--- config.mk ---
export PLATFORM = sky130hd
export DESIGN_NAME = lde_channel
export DESIGN_NICKNAME = d
export VERILOG_FILES = /design/src/rtl/lde_pkg.sv /design/src/rtl/lde_regs.sv /design/src/rtl/lde_ctrl.sv /design/src/rtl/lde_channel.sv
export SDC_FILE = /design/constraint.sdc
export NUM_CORES = 1
export LEC_CHECK = 0
export ABC_AREA = 1
export BUFFER_PORTS_ARGS = -buffer_cell sky130_fd_sc_hd__buf_2
export CORE_MARGIN = 4
export CORE_UTILIZATION = 54
export DETAILED_ROUTE_END_ITERATION = 12
export PLACE_DENSITY = 0.85
export SETUP_SLACK_MARGIN = 0.15
export SLEW_MARGIN = 20
export SYNTH_ARGS = -nofsm -noshare
export SYNTH_HDL_FRONTEND = slang
export SYNTH_HIERARCHICAL = 1
export SYNTH_SLANG_ARGS = --single-unit
--- constraint.sdc ---
create_clock -name clk -period 2.4 [get_ports clk]
set_input_delay 0.36 -clock clk [delete_from_list [all_inputs] [get_ports clk]]
set_output_delay 0.36 -clock clk [all_outputs]
set_load 0.05 [all_outputs]
--- src/rtl/lde_pkg.sv ---
package lde_pkg;

    typedef enum logic [1:0] {
        ST_IDLE   = 2'd0,
        ST_FETCH  = 2'd1,
        ST_DECODE = 2'd2,
        ST_MOVE   = 2'd3
    } lde_state_e;

    typedef enum logic [1:0] {
        MD_OFF    = 2'd0,
        MD_CHAIN  = 2'd1,
        MD_SINGLE = 2'd2,
        MD_RSVD   = 2'd3
    } lde_mode_e;

    localparam int CNT_W   = 12;
    localparam int WCODE_LSB = 12;

    localparam logic [1:0] WC_BYTE = 2'd3;
    localparam logic [1:0] WC_HALF = 2'd2;
    localparam logic [1:0] WC_WORD = 2'd0;

    localparam logic [CNT_W-1:0] LIM_NARROW = 12'h3FF;
    localparam logic [CNT_W-1:0] LIM_WIDE   = 12'h7FF;

    typedef struct packed {
        logic             ok;
        logic [2:0]       step;
        logic [CNT_W-1:0] count;
    } size_dec_t;

    typedef struct packed {
        logic follow;
        logic intr;
    } link_ctl_t;

    function automatic size_dec_t decode_size(input logic [31:0] w);
        size_dec_t        d;
        logic [CNT_W-1:0] lim;
        logic             valid;
        d.count = w[CNT_W-1:0];
        valid   = 1'b1;
        case (w[WCODE_LSB+1:WCODE_LSB])
            WC_BYTE: begin d.step = 3'd1; lim = LIM_NARROW; end
            WC_HALF: begin d.step = 3'd2; lim = LIM_NARROW; end
            WC_WORD: begin d.step = 3'd4; lim = LIM_WIDE;   end
            default: begin d.step = 3'd0; lim = '0; valid = 1'b0; end
        endcase
        d.ok = valid && (d.count <= lim);
        return d;
    endfunction

endpackage

--- src/rtl/lde_regs.sv ---
module lde_regs
    import lde_pkg::*;
#(
    parameter int DW = 32
) (
    input  logic          clk,
    input  logic          rst,
    input  logic          host_we,
    input  logic [1:0]    host_idx,
    input  logic [DW-1:0] host_data,
    input  logic          load_we,
    input  logic [1:0]    load_idx,
    input  logic [DW-1:0] load_data,
    input  logic          beat_adv,
    input  logic [2:0]    step,
    output logic [DW-1:0] dev_q,
    output logic [DW-1:0] mem_q,
    output logic [DW-1:0] size_q,
    output logic [DW-1:0] link_q
);
    localparam int NWORDS = 4;

    logic [DW-1:0] word_q [NWORDS];

    for (genvar g = 0; g < NWORDS; g++) begin : g_word
        always_ff @(posedge clk) begin
            if (rst) begin
                word_q[g] <= '0;
            end else if (load_we && load_idx == 2'(g)) begin
                word_q[g] <= load_data;
            end else if (host_we && host_idx == 2'(g)) begin
                word_q[g] <= host_data;
            end else if (beat_adv && g == 1) begin
                word_q[g] <= word_q[g] + DW'(step);
            end else if (beat_adv && g == 2) begin
                word_q[g][CNT_W-1:0] <= word_q[g][CNT_W-1:0] - 1'b1;
            end
        end
    end

    assign dev_q  = word_q[0];
    assign mem_q  = word_q[1];
    assign size_q = word_q[2];
    assign link_q = word_q[3];
endmodule

--- src/rtl/lde_ctrl.sv ---
module lde_ctrl
    import lde_pkg::*;
#(
    parameter int DW = 32
) (
    input  logic          clk,
    input  logic          rst,
    input  logic [1:0]    mode,
    input  logic          dir,
    input  logic          start,
    input  logic [DW-1:0] dev_addr,
    input  logic [DW-1:0] mem_addr,
    input  logic [DW-1:0] size_w,
    input  logic [DW-1:0] link_w,
    input  logic          bus_gnt,
    output lde_state_e    state,
    output logic          bus_req,
    output logic          bus_we,
    output logic [DW-1:0] bus_addr,
    output logic          load_we,
    output logic [1:0]    load_idx,
    output logic          capture,
    output logic          beat_adv,
    output logic [2:0]    step,
    output logic          evt_done,
    output logic          evt_err
);
    lde_state_e    st_q;
    logic [DW-1:0] ptr_q;
    logic [1:0]    idx_q;
    logic          wr_ph_q;
    logic          chain_q;
    logic          done_q;
    logic          err_q;

    size_dec_t     dec;
    link_ctl_t     link;
    logic          stop_req;
    logic          desc_end;
    logic [DW-1:0] link_ptr;

    always_comb begin
        dec      = decode_size(32'(size_w));
        link     = link_ctl_t'(link_w[1:0]);
        link_ptr = {link_w[DW-1:2], 2'b00};
        stop_req = (mode == MD_OFF);
        step     = dec.step;
        bus_req  = (st_q == ST_FETCH) || (st_q == ST_MOVE);
        bus_we   = (st_q == ST_MOVE) && wr_ph_q;
        if (st_q == ST_FETCH)
            bus_addr = ptr_q + DW'({idx_q, 2'b00});
        else if (wr_ph_q)
            bus_addr = dir ? dev_addr : mem_addr;
        else
            bus_addr = dir ? mem_addr : dev_addr;
        load_we  = (st_q == ST_FETCH) && bus_gnt;
        load_idx = idx_q;
        capture  = (st_q == ST_MOVE) && !wr_ph_q && bus_gnt;
        beat_adv = (st_q == ST_MOVE) && wr_ph_q && bus_gnt;
        desc_end = (!stop_req && st_q == ST_DECODE && dec.ok && dec.count == '0)
                || (!stop_req && beat_adv && dec.count == CNT_W'(1));
    end

    always_ff @(posedge clk) begin
        if (rst) begin
            st_q    <= ST_IDLE;
            ptr_q   <= '0;
            idx_q   <= '0;
            wr_ph_q <= 1'b0;
            chain_q <= 1'b0;
            done_q  <= 1'b0;
            err_q   <= 1'b0;
        end else begin
            done_q <= 1'b0;
            err_q  <= 1'b0;
            case (st_q)
                ST_IDLE: begin
                    if (start && mode == MD_CHAIN) begin
                        ptr_q   <= link_ptr;
                        idx_q   <= '0;
                        chain_q <= 1'b1;
                        st_q    <= ST_FETCH;
                    end else if (start && mode == MD_SINGLE) begin
                        chain_q <= 1'b0;
                        st_q    <= ST_DECODE;
                    end
                end
                ST_FETCH: begin
                    if (bus_gnt) begin
                        idx_q <= idx_q + 1'b1;
                        if (idx_q == 2'd3) st_q <= ST_DECODE;
                    end
                end
                ST_DECODE: begin
                    if (stop_req) begin
                        st_q <= ST_IDLE;
                    end else if (!dec.ok) begin
                        err_q <= 1'b1;
                        st_q  <= ST_IDLE;
                    end else if (dec.count != '0) begin
                        wr_ph_q <= 1'b0;
                        st_q    <= ST_MOVE;
                    end
                end
                default: begin
                    if (bus_gnt) begin
                        wr_ph_q <= !wr_ph_q;
                        if (wr_ph_q && stop_req) st_q <= ST_IDLE;
                    end
                end
            endcase
            if (desc_end) begin
                done_q <= link.intr;
                if (chain_q && link.follow) begin
                    ptr_q <= link_ptr;
                    idx_q <= '0;
                    st_q  <= ST_FETCH;
                end else begin
                    st_q <= ST_IDLE;
                end
            end
        end
    end

    assign state    = st_q;
    assign evt_done = done_q;
    assign evt_err  = err_q;
endmodule

--- src/rtl/lde_channel.sv ---
module lde_channel
    import lde_pkg::*;
#(
    parameter int DW = 32
) (
    input  logic          clk,
    input  logic          rst,
    input  logic [1:0]    mode,
    input  logic          dir,
    input  logic          start,
    input  logic          reg_we,
    input  logic [1:0]    reg_idx,
    input  logic [DW-1:0] reg_wdata,
    output logic          bus_req,
    output logic          bus_we,
    output logic [DW-1:0] bus_addr,
    output logic [DW-1:0] bus_wdata,
    input  logic          bus_gnt,
    input  logic [DW-1:0] bus_rdata,
    output logic [1:0]    chan_state,
    output logic          evt_done,
    output logic          evt_err
);
    lde_state_e    st;
    logic [DW-1:0] dev_q, mem_q, size_q, link_q;
    logic          load_we, capture, beat_adv;
    logic [1:0]    load_idx;
    logic [2:0]    step;
    logic [DW-1:0] beat_buf_q;

    lde_regs #(.DW(DW)) u_regs (
        .clk       (clk),
        .rst       (rst),
        .host_we   (reg_we && st == ST_IDLE),
        .host_idx  (reg_idx),
        .host_data (reg_wdata),
        .load_we   (load_we),
        .load_idx  (load_idx),
        .load_data (bus_rdata),
        .beat_adv  (beat_adv),
        .step      (step),
        .dev_q     (dev_q),
        .mem_q     (mem_q),
        .size_q    (size_q),
        .link_q    (link_q)
    );

    lde_ctrl #(.DW(DW)) u_ctrl (
        .clk      (clk),
        .rst      (rst),
        .mode     (mode),
        .dir      (dir),
        .start    (start),
        .dev_addr (dev_q),
        .mem_addr (mem_q),
        .size_w   (size_q),
        .link_w   (link_q),
        .bus_gnt  (bus_gnt),
        .state    (st),
        .bus_req  (bus_req),
        .bus_we   (bus_we),
        .bus_addr (bus_addr),
        .load_we  (load_we),
        .load_idx (load_idx),
        .capture  (capture),
        .beat_adv (beat_adv),
        .step     (step),
        .evt_done (evt_done),
        .evt_err  (evt_err)
    );

    always_ff @(posedge clk) begin
        if (rst)          beat_buf_q <= '0;
        else if (capture) beat_buf_q <= bus_rdata;
    end

    assign bus_wdata  = beat_buf_q;
    assign chan_state = st;
endmodule

# ---- After elaboration in Yosys (flattened, before gate mapping)
# Memory sizes are Yosys's and may differ from the RTL's.
# Index checks and enable logic that the tools add are counted.
# Widths: inputs -> output; s select.
dict set report op_classes {
  bitwise 13
  reduce_logical 47
  mux 85
  addsub 4
  order_cmp 1
  eq_ne 21
}
# cell count
set op_table {}
lappend op_table {{$mux 32} 17}
lappend op_table {{$mux 1} 48}
lappend op_table {{$add 32x3->32} 1}
lappend op_table {{$add 32x4->32} 1}
lappend op_table {{$mux 2} 14}
lappend op_table {{$logic_and 1x1->1} 24}
lappend op_table {{$pmux 11 s2} 1}
lappend op_table {{$eq 2x2->1 const B} 9}
lappend op_table {{$eq 12x1->1 const B} 1}
lappend op_table {{$le 12x11->1} 1}
lappend op_table {{$logic_not 12->1} 1}
lappend op_table {{$mux 12} 1}
lappend op_table {{$reduce_bool 12->1} 1}
lappend op_table {{$sub 12x1->12 const B} 1}
lappend op_table {{$logic_not 2->1} 5}
lappend op_table {{$or 1x1->1} 10}
lappend op_table {{$pmux 3 s3} 1}
lappend op_table {{$eq 2x1->1 const B} 4}
lappend op_table {{$ne 3x2->1 const B} 2}
lappend op_table {{$pmux 2 s3} 1}
lappend op_table {{$reduce_and 6->1} 1}
lappend op_table {{$reduce_or 2->1} 3}
lappend op_table {{$reduce_or 3->1} 2}
lappend op_table {{$ne 5x5->1 const B} 1}
lappend op_table {{14 further kinds} 20}
dict set report word_totals {
  ram_bits 128
  register_bits 72
  out_inout_bits 70
  word_cells 180
  memories 1
  inputBits 74
}
# memory words width rd rd_ports_with_merged_regs wr line
set mem_list {}
lappend mem_list {u_regs.word_q 4 32 4 0 4 lde_regs.sv:23} ;# logic [DW-1:0] word_q [NWORDS];

# ---- Depth between registers and ports, before layout
# Gate-level depths: netlist (run 1).
# An unclocked memory read counts as a cell.
dict set report depth {
  word_depth 11
  mapped_depth 18
}

# ---- Cells and area by module
# The synthesis (run 1) kept the hierarchy.
# mod area_each_um2 seq_area_each_um2 n_inst cells_per_inst
set modules_own_cells {}
lappend modules_own_cells {lde_regs 7071.8 3843.7 1 790}
lappend modules_own_cells {lde_ctrl 3892.5 800.8 1 687}
lappend modules_own_cells {lde_channel 1346.3 640.6 1 204}

# ---- Least setup slack after synthesis (run 1)
# Ideal clock, no wire load.
dict set report synth_path {
  kind {register to output}
  from {register u_ctrl.idx_q[0] (netlist: u_ctrl/load_idx[0])}
  to {output port bus_addr[14]}
  t_arrival_ns 3.192
  t_required_ns 2.040
  path_stages_with_launch 12
  path_slack_ns -1.152
  path_cell_list {dfxtp_1 ha_1 inv_1 fa_1 inv_1 nand4_1 nor2_1 nand4_1 or2_2 nor2_1 a21oi_1 o32ai_1}
}
dict set report synth_via {
  elab_chain_len 2
}
# item line
set synth_rtl {}
lappend synth_rtl {{start: declaration} lde_ctrl.sv:30} ;# logic [1:0] idx_q;
lappend synth_rtl {{start signal: assignment} lde_ctrl.sv:90} ;# idx_q <= idx_q + 1'b1;
lappend synth_rtl {{$add 32x4->32} lde_ctrl.sv:51} ;# bus_addr = ptr_q + DW'({idx_q, 2'b00});
lappend synth_rtl {{$mux 32} lde_ctrl.sv:50} ;# if (st_q == ST_FETCH)
lappend synth_rtl {{end: declaration} lde_channel.sv:16} ;# output logic [DW-1:0] bus_addr,
# Every way passes these cells.

# ---- Worst setup path after layout (run 1)
dict set report layout_path {
  from {register u_ctrl.idx_q[0] (netlist: u_ctrl/load_idx[0])}
  to {output port bus_addr[30]}
}
# The elaborated chain is that of the path after synthesis.

==> results.md, run 1 <==
* Post-Synthesis Net Count at roughly 1700
* Number of DRC markers in iteration 0 at 2661
* Violated checks: setup timing
* Worst-Margin Slew at around 0.73 ns
* Status: finished with violations
* Mean area per synthesized cell at 7.11 um2
* Synth Cell Area at 11600 um2
* Routing usage on met1 at 49.1%
* Max-slew violations at 0
* Pin count of the biggest net entering global routing at between 60 and 70
* Kind of end point of the critical path: output pin
* Buffer depth of the longest clock path at 2
* Sink Count at about 180
* Highest achievable clock rate at 0.285 GHz
* Chip Height at ~150 um
* Via/cell ratio at roughly 6.4
* Via Count at between 10000 and 15000
* Drt drc at 0
* Min-delay worst type: input pin to flop
* Switching power of the nets at ~2.9 mW
* Total power density per cell area at 524 nW/um2
* Startpoint of the most critical hold path: reg_wdata[21]
* Depth of the worst hold-timing path at 3
* Cell Int Power at around 5.6 mW
* WP data arrival at roughly 3.2 ns
* Slowest cell on crit path: dfxtp_4
* DIE AREA at 23800 um2
* H-tree depth at 4
* Worst setup path class: flop to output pin
* Routing layer with the top usage in global route: met2
* Detailed-router iteration count before antenna repair at 7
* Worst path setup slack after routing at -1.11 ns
* Antenna Diode Count at 0
* Weighted congestion reported at the end of routability-driven placement at 0.940
* Share of final-layout standard cells stronger than drive strength 1 at 32.7%
* Sequential fraction of design power at a little over two fifths
* Hold slack final at 0.227 ns
* Cell leakage power at approximately 7.2 nW
* Final Hold Violating Endpoints at 0
* Post-detailed-routing wire length at 49400 um
* ANT nets after route at 0
* I/O Pins at ~140
* CP delay by family, top: simple AND/OR/NAND/NOR gates
* Critical Path Source Type: flop
* Cells along the critical path: ha_4, inv_2, fa_2, inv_2, nand4_1, nor2_4, nand4_1, nor2_2, nand4_1, o21ai_1, nand2_1, o22ai_4, buf_6
* Part of the power in the clock network at a little over a third
* Worst R2R Setup Slack at -0.42 ns
* Endpoint required time on the critical path at 2.04 ns
* Met3 Usage GRT at under 10%
* Sum of overflow across all layers after global routing at 0
* Final worst-path cycle share at 146%
* Clock latency at the later pin of the worst-skew pair at 0.45 ns
* Fraction of power consumed by combinational cells at about a quarter
* Inserted Clock Buffers at 17
* Largest voltage drop on the vdd net at approximately 0.00049 V
* Effective utilization at floorplan at 55.0%
* CP max FO at 4
* Placement Rows at 53
* Number of violations of the max-capacitance limit at 0
* Antenna violations before repair at 0
* Via count of the first global-routing pass at approximately 12000
* Clock slew at the register clock pins of the worst setup and hold paths at roughly 0.080 ns
* Critical path depth in cells at 13
* Endpoint of the worst register-to-register path: u_ctrl/ptr_q[15]
* Count of endpoints failing setup in the final report at 65
* Worst-case reg-to-reg path depth at 18
* Reg2reg start: u_regs/word_q[2][12]
* CTS Root Buffer Type: clkbuf_16
* Delay contributed by the slowest stage of the critical path at about 0.37 ns
* Count of nets after finishing at 1963
* Post-layout instance count excluding filler cells at 2156
* Hold-critical path endpoint: u_regs/word_q[1][21]
* Unrepaired setup endpoints after global routing: yes
* Max transition margin at roughly half
* Cell count after placement at ~2100
* CTS tree: done
* Fin Clk Skew at between 0.015 and 0.02 ns
* Worst path bufs/invs at 3
* Global-route wire length before repair at roughly 70000 um
* Met2 capacity usage during global routing at between 50% and 60%
* Area Overhead vs Synth at 40.9%
* Placeable core area at roughly 21000 um2
* Detail Placement HPWL at 28400 um
* Crit-path most repeated cell: nand4_1
* Time the final worst path needs with I/O delays and setup at 3.51 ns
* Number of buffers inserted by port buffering at 143
* Detail-routed net length per standard cell at 22.9 um
* YS warnings at 6
* Switching Share at about a third
* GRT Total Usage at approximately 36%
* Cell count after synthesis at around 1600
* Horizontal extent of the die at 154 um
## per-layer routing
| layer | vias to the layer above | share of wire [%] |
|---|---|---|
| met5 | - | 0 |
| met1 | 6246 | 35 |
| met3 | 358 | 15 |
| met2 | 1392 | 44 |
| li1 | 5884 | - |
| met4 | 0 | 7.2 |
## how the worst max path moves through the flow
| stage | from | endpoint | slack [ns] |
|---|---|---|---|
| finish | u_ctrl/load_idx[0] | bus_addr[30] | -1.11 |
| floorplan | u_ctrl/load_idx[0] | bus_addr[14] | -0.24 |
| CTS | u_ctrl/load_idx[0] | bus_addr[30] | -0.77 |
| global placement | u_ctrl/ptr_q[2] | bus_addr[18] | -0.42 |
| global route | u_ctrl/load_idx[0] | bus_addr[30] | -1.16 |
| detailed placement | u_ctrl/ptr_q[2] | bus_addr[18] | -0.46 |
## state kept, by name (all words and copies together) (netlist names)
| name | count |
|---|---|
| u_regs/word_q | 110 |
| bus_wdata | 32 |
| u_ctrl/ptr_q | 32 |
| u_ctrl/load_idx | 2 |
| u_ctrl/state | 2 |
| u_ctrl/chain_q | 1 |
| u_ctrl/evt_done | 1 |
| u_ctrl/evt_err | 1 |
| u_ctrl/wr_ph_q | 1 |
## cell usage in the layout (no fill, tap or decap), types with 34 or more instances in the layout
cell      count
nand2_2      34
nand2_1     386
nand3_1      46
buf_6        51
nor2_1      181
o22ai_1      64
nand3_2      36
dfxtp_1      65
buf_2       111
edfxtp_1    110
inv_1       206
buf_4       100
o21ai_0      67
## power by group through the flow
| stage | Combinational (mW) | Clock [mW] | Sequential, mW |
|---|---|---|---|
| global placement | 1.51 | 0 | 3.61 |
| finish | 1.99 | 2.97 | 3.58 |
| CTS | 1.76 | 2.93 | 3.56 |
| floorplan | 1.02 | 0 | 3.61 |
| detailed placement | 1.55 | 0 | 3.62 |
| global route | 2.06 | 3.11 | 3.59 |
## through the flow
stage	setup TNS (ns)	setup slack (ns)	instance area (um2)	utilization (%)	power (mW)
3_5_place_dp	-10.50	-0.460	13700	65.3	5.17
5_1_grt	-34.45	-1.16	16300	77.5	8.75
3_3_place_gp	-7.99	-0.421	13700	65.3	5.13
2_1_floorplan	-4.33	-0.242	12200	-	4.63
6_report	-30.08	-1.11	16300	77.5	8.54
4_1_cts	-17.08	-0.768	15500	73.5	8.24
## layout make-up
cell class | count | area, um2
clock buffer | 17 | 425
fill | 1280 | 4740
clock inverter | 15 | 180
timing repair buffer | 288 | 2430
multi-input combinational | 1159 | 7300
sequential | 182 | 4760
tap | 275 | 344
inverter | 220 | 841
## worst register-to-register path: stages, from the launching register on
cell,delay [ns]
edfxtp_1,0.44
nand2_2,0.12
clkinvlp_4,0.10
buf_12,0.15
ha_1,0.33
inv_1,0.09
o21bai_1,0.08
inv_1,0.06
nand2_1,0.05
nand2_1,0.07
nand3_2,0.11
buf_6,0.14
a21oi_4,0.18
nand4_4,0.11
buf_12,0.19
buf_12,0.15
nand2_8,0.09
nand2_1,0.12
a21oi_2,0.19
## repair_timing
item	4_1_cts	5_1_grt
hold buffers	0	0
pin swaps	43	64
gates resized for setup	205	144
gates cloned	12	1
endpoints found under the setup margin	82	102
buffers inserted	19	22
(Power assumes the default switching activity.)
==> run 2: changes to the inputs <==
--- a/config.mk
+++ b/config.mk
@@ -8,9 +8,10 @@
 export ABC_AREA = 1
 export BUFFER_PORTS_ARGS = -buffer_cell sky130_fd_sc_hd__buf_2
 export CORE_MARGIN = 4
-export CORE_UTILIZATION = 54
+export CORE_UTILIZATION = 60
 export DETAILED_ROUTE_END_ITERATION = 12
-export PLACE_DENSITY = 0.85
+export PLACE_DENSITY = 0.89
+export RECOVER_POWER = 50
 export SETUP_SLACK_MARGIN = 0.15
 export SLEW_MARGIN = 20
 export SYNTH_ARGS = -nofsm -noshare
==> constraint.sdc (replaced) <==
create_clock -name clk -period 3.8 [get_ports clk]
set_input_delay 0.57 -clock clk [delete_from_list [all_inputs] [get_ports clk]]
set_output_delay 0.57 -clock clk [all_outputs]
set_load 0.05 [all_outputs]
==> run 2 against run 1 <==
Effect of this change: the flow finishes with violations (capacitance limit, slew limit); sequential share of layout area grew 7.4 points; critical path depth is 2 lower; die area decreased by 9.5%; first-iteration DRC count shrank 28%; global-route usage shrank 3.7 points.
==> results.md, run 2 (same netlist as run 1, synthesis figures left out) <==
* Post-layout instance count excluding filler cells at 2015 (-6.5%)
* Clock slew at the register clock pins of the worst setup and hold paths at 0.07 ns (about the same)
* FILL cells at 1586 (+24%)
* CTS hold repair buffers at 0 (unchanged)
* Critical Path Source Type: flop
* Min-delay worst type: input pin to flop
* Violated checks: capacitance limit, slew limit
* Most flops, register: u_regs/word_q
* Via Count at 11900 (-14%)
* Detail Placement HPWL at 26300 um (-7.5%)
* Leading cell type in the layout, fill and taps excluded: nand2_1
* Sum of overflow across all layers after global routing at 0 (unchanged)
* Unrepaired setup endpoints after global routing: no
* Placeable core area at 18800 um2 (-10%)
* Horizontal extent of the die at 147 um (-4.9%)
* CTS tree: done
* Via/cell ratio at 5.93 (-7.9%)
* Drt drc at 0 (unchanged)
* Total power density per cell area at 374 nW/um2 (-29%)
* CP max FO at 33 (+29)
* GRT Total Usage at 32.4% (-3.7 points)
* Most used cells in the layout excluding fill and tap cells: 439 x nand2_1, 214 x inv_1, 213 x nor2_1
* Inserted Clock Buffers at 17 (unchanged)
* Post-Route Utilization at 68.8% (-8.7 points)
* Highest achievable clock rate at ~0.28 GHz
* Max reg flops at 110 (unchanged)
* Clock latency at the later pin of the worst-skew pair at 0.44 ns (about the same)
* Detail-routed net length per standard cell at 17.8 um (-22%)
* Post-detailed-routing wire length at 35800 um (-28%)
* I/O Pins at 144 (unchanged)
* Largest voltage drop on the vdd net at 0.000302 V (-38%)
* Number of DRC markers in iteration 0 at 1904 (-28%)
* Chip Height at 147 um (-4.9%)
* Delay contributed by the slowest stage of the critical path at 0.84 ns (+0.47 ns)
* Fin Clk Skew at 0.0113 ns (-0.00638 ns)
* CP delay by family, top: buffers and inverters
* Effective utilization at floorplan at 61.4% (+6.4 points)
* Detailed-router iteration count before antenna repair at 7 (unchanged)
* Cell leakage power at 5.70 nW (-21%)
* Crit-path most repeated cell: nand2_1
* Number of buffers inserted by port buffering at 143 (unchanged)
* Worst-Margin Slew at 1.60 ns (+0.868 ns)
* Worst path bufs/invs at 5 (+2)
* ANT nets after route at 0 (unchanged)
* Via count of the first global-routing pass at 10700 (-14%)
* CTS Root Buffer Type: clkbuf_16
* Cell count after placement at 1977 (-4.5%)
* DIE AREA at 21500 um2 (-9.5%)
* Area Overhead vs Synth at 12.0%
* Cells along the critical path: ha_1, clkbuf_1, nand2_1, inv_1, nand3_1, nand2_1, inv_1, nand4_1, clkbuf_2, nand2_1, buf_4
* Max transition margin at -6.71% (-57 points)
* Weighted congestion reported at the end of routability-driven placement at 0.947 (+0.72%)
* Number of violations of the max-capacitance limit at 1 (+1)
* WP data arrival at 3.74 ns (+0.59 ns)
* TNS Setup at 0 ns (+30.08 ns)
* Time the final worst path needs with I/O delays and setup at approximately 3.6 ns
* Share of final-layout standard cells stronger than drive strength 1 at 11.9% (-21 points)
* Sink Count at 182 (unchanged)
* Buffer depth of the longest clock path at 2 (unchanged)
* Slowest cell on crit path: clkbuf_1
* DP Worst Slack at 0.267 ns (+0.727 ns)
* Endpoint required time on the critical path at 3.95 ns (+1.91 ns)
* Global-route wire length before repair at 56000 um (-18%)
* Final worst-path cycle share at between 90 and 100%
* Final Hold Violating Endpoints at 0 (unchanged)
* Max-slew violations at 39 (+39)
* H-tree depth at 4 (unchanged)
* Count of nets after finishing at 1835 (-6.5%)
* Pin count of the biggest net entering global routing at 65 (unchanged)
* Worst setup path class: flop to flop
* Placement Rows at 50 (-5.7%)
* Antenna violations before repair at 2 (+2)
* Kind of end point of the critical path: flop
* Status: finished with violations
* Worst path setup slack after routing at 0.214 ns (+1.33 ns)
* Count of endpoints failing setup in the final report at 0 (-100%)
run 2: cell count changes in the layout (fill, tap and decap cells not counted), moves of 18 or more:
cell      before  now
buf_4        100   18
nand2_1      386  439
buf_6         51    3
nand3_1       46   88
clkbuf_1       0   40
a21oi_1       19   55
nor2_1       181  213
nand3_2       36    5
nand2_2       34    4
a21oi_2       31    3
o21ai_0       67   93
nand2_4       22    2
nor2_4        21    3
run 2: where the power goes:
part / leakage, nW / switching (mW) / internal [mW]
combinational: 3.68 / 0.612 / 0.223
sequential: 1.73 / 0.0743 / 2.18
clock: 0.292 / 0.815 / 0.940
run 2: routing by layer:
layer	vias to the layer above	GRT usage (%)	wire length [um]
li1	5594	-	-
met1	5379	48.2	14600
met2	898	47.8	15400
met3	73	7.31	4990
met4	0	8.65	745
met5	-	0	0
run 2: through the flow:
stage	hold slack (ns)	instance area [um2]	power [mW]
after floorplan	0.425	11600	2.83
after global placement	0.434	12400	3.08
after detailed placement	0.448	12400	3.09
after CTS	0.432	13000	4.82
after global routing	0.463	12900	5.01
final	0.439	12900	4.84
run 2: path summary, 6_finish.rpt:
check                  start                   end  slack [ns]  cells past startpoint
max          u_ctrl/state[0]  u_regs/word_q[3][25]        0.21                     11
max reg2reg  u_ctrl/state[0]  u_regs/word_q[3][25]        0.21                     11
min reg2reg  u_ctrl/ptr_q[1]       u_ctrl/ptr_q[1]        0.47                      2
min            reg_wdata[11]  u_regs/word_q[1][11]        0.44                      3
run 2: area by class of cell:
| cell class | instances | area, um2 | share of cell area, % |
|---|---|---|---|
| well taps | 260 | 325 | 2.51 |
| clock inverters | 11 | 85.1 | 0.657 |
| repair buffers | 166 | 847 | 6.54 |
| inverters | 220 | 826 | 6.38 |
| clock buffers | 21 | 492 | 3.80 |
| multi-input cells | 1153 | 5620 | 43.4 |
| diodes | 2 | 5.00 | 0.0387 |
| flip-flops and latches | 182 | 4750 | 36.7 |
run 2: worst register-to-register path, delay by kind of cell, from the launching register on:
family	cells	cell delay [ns]
adders and majority gates	1	0.21
buffers and inverters	5	2.04
DFF	1	0.45
and+or+nand+nor	5	0.58
run 2: what timing repair did:
| action | in CTS | in global routing |
|---|---|---|
| gates cloned | 0 | 0 |
| buffers inserted | 1 | 3 |
| setup endpoints to repair | 7 | 11 |
| resized for setup | 12 | 24 |
| pin swaps | 2 | 7 |
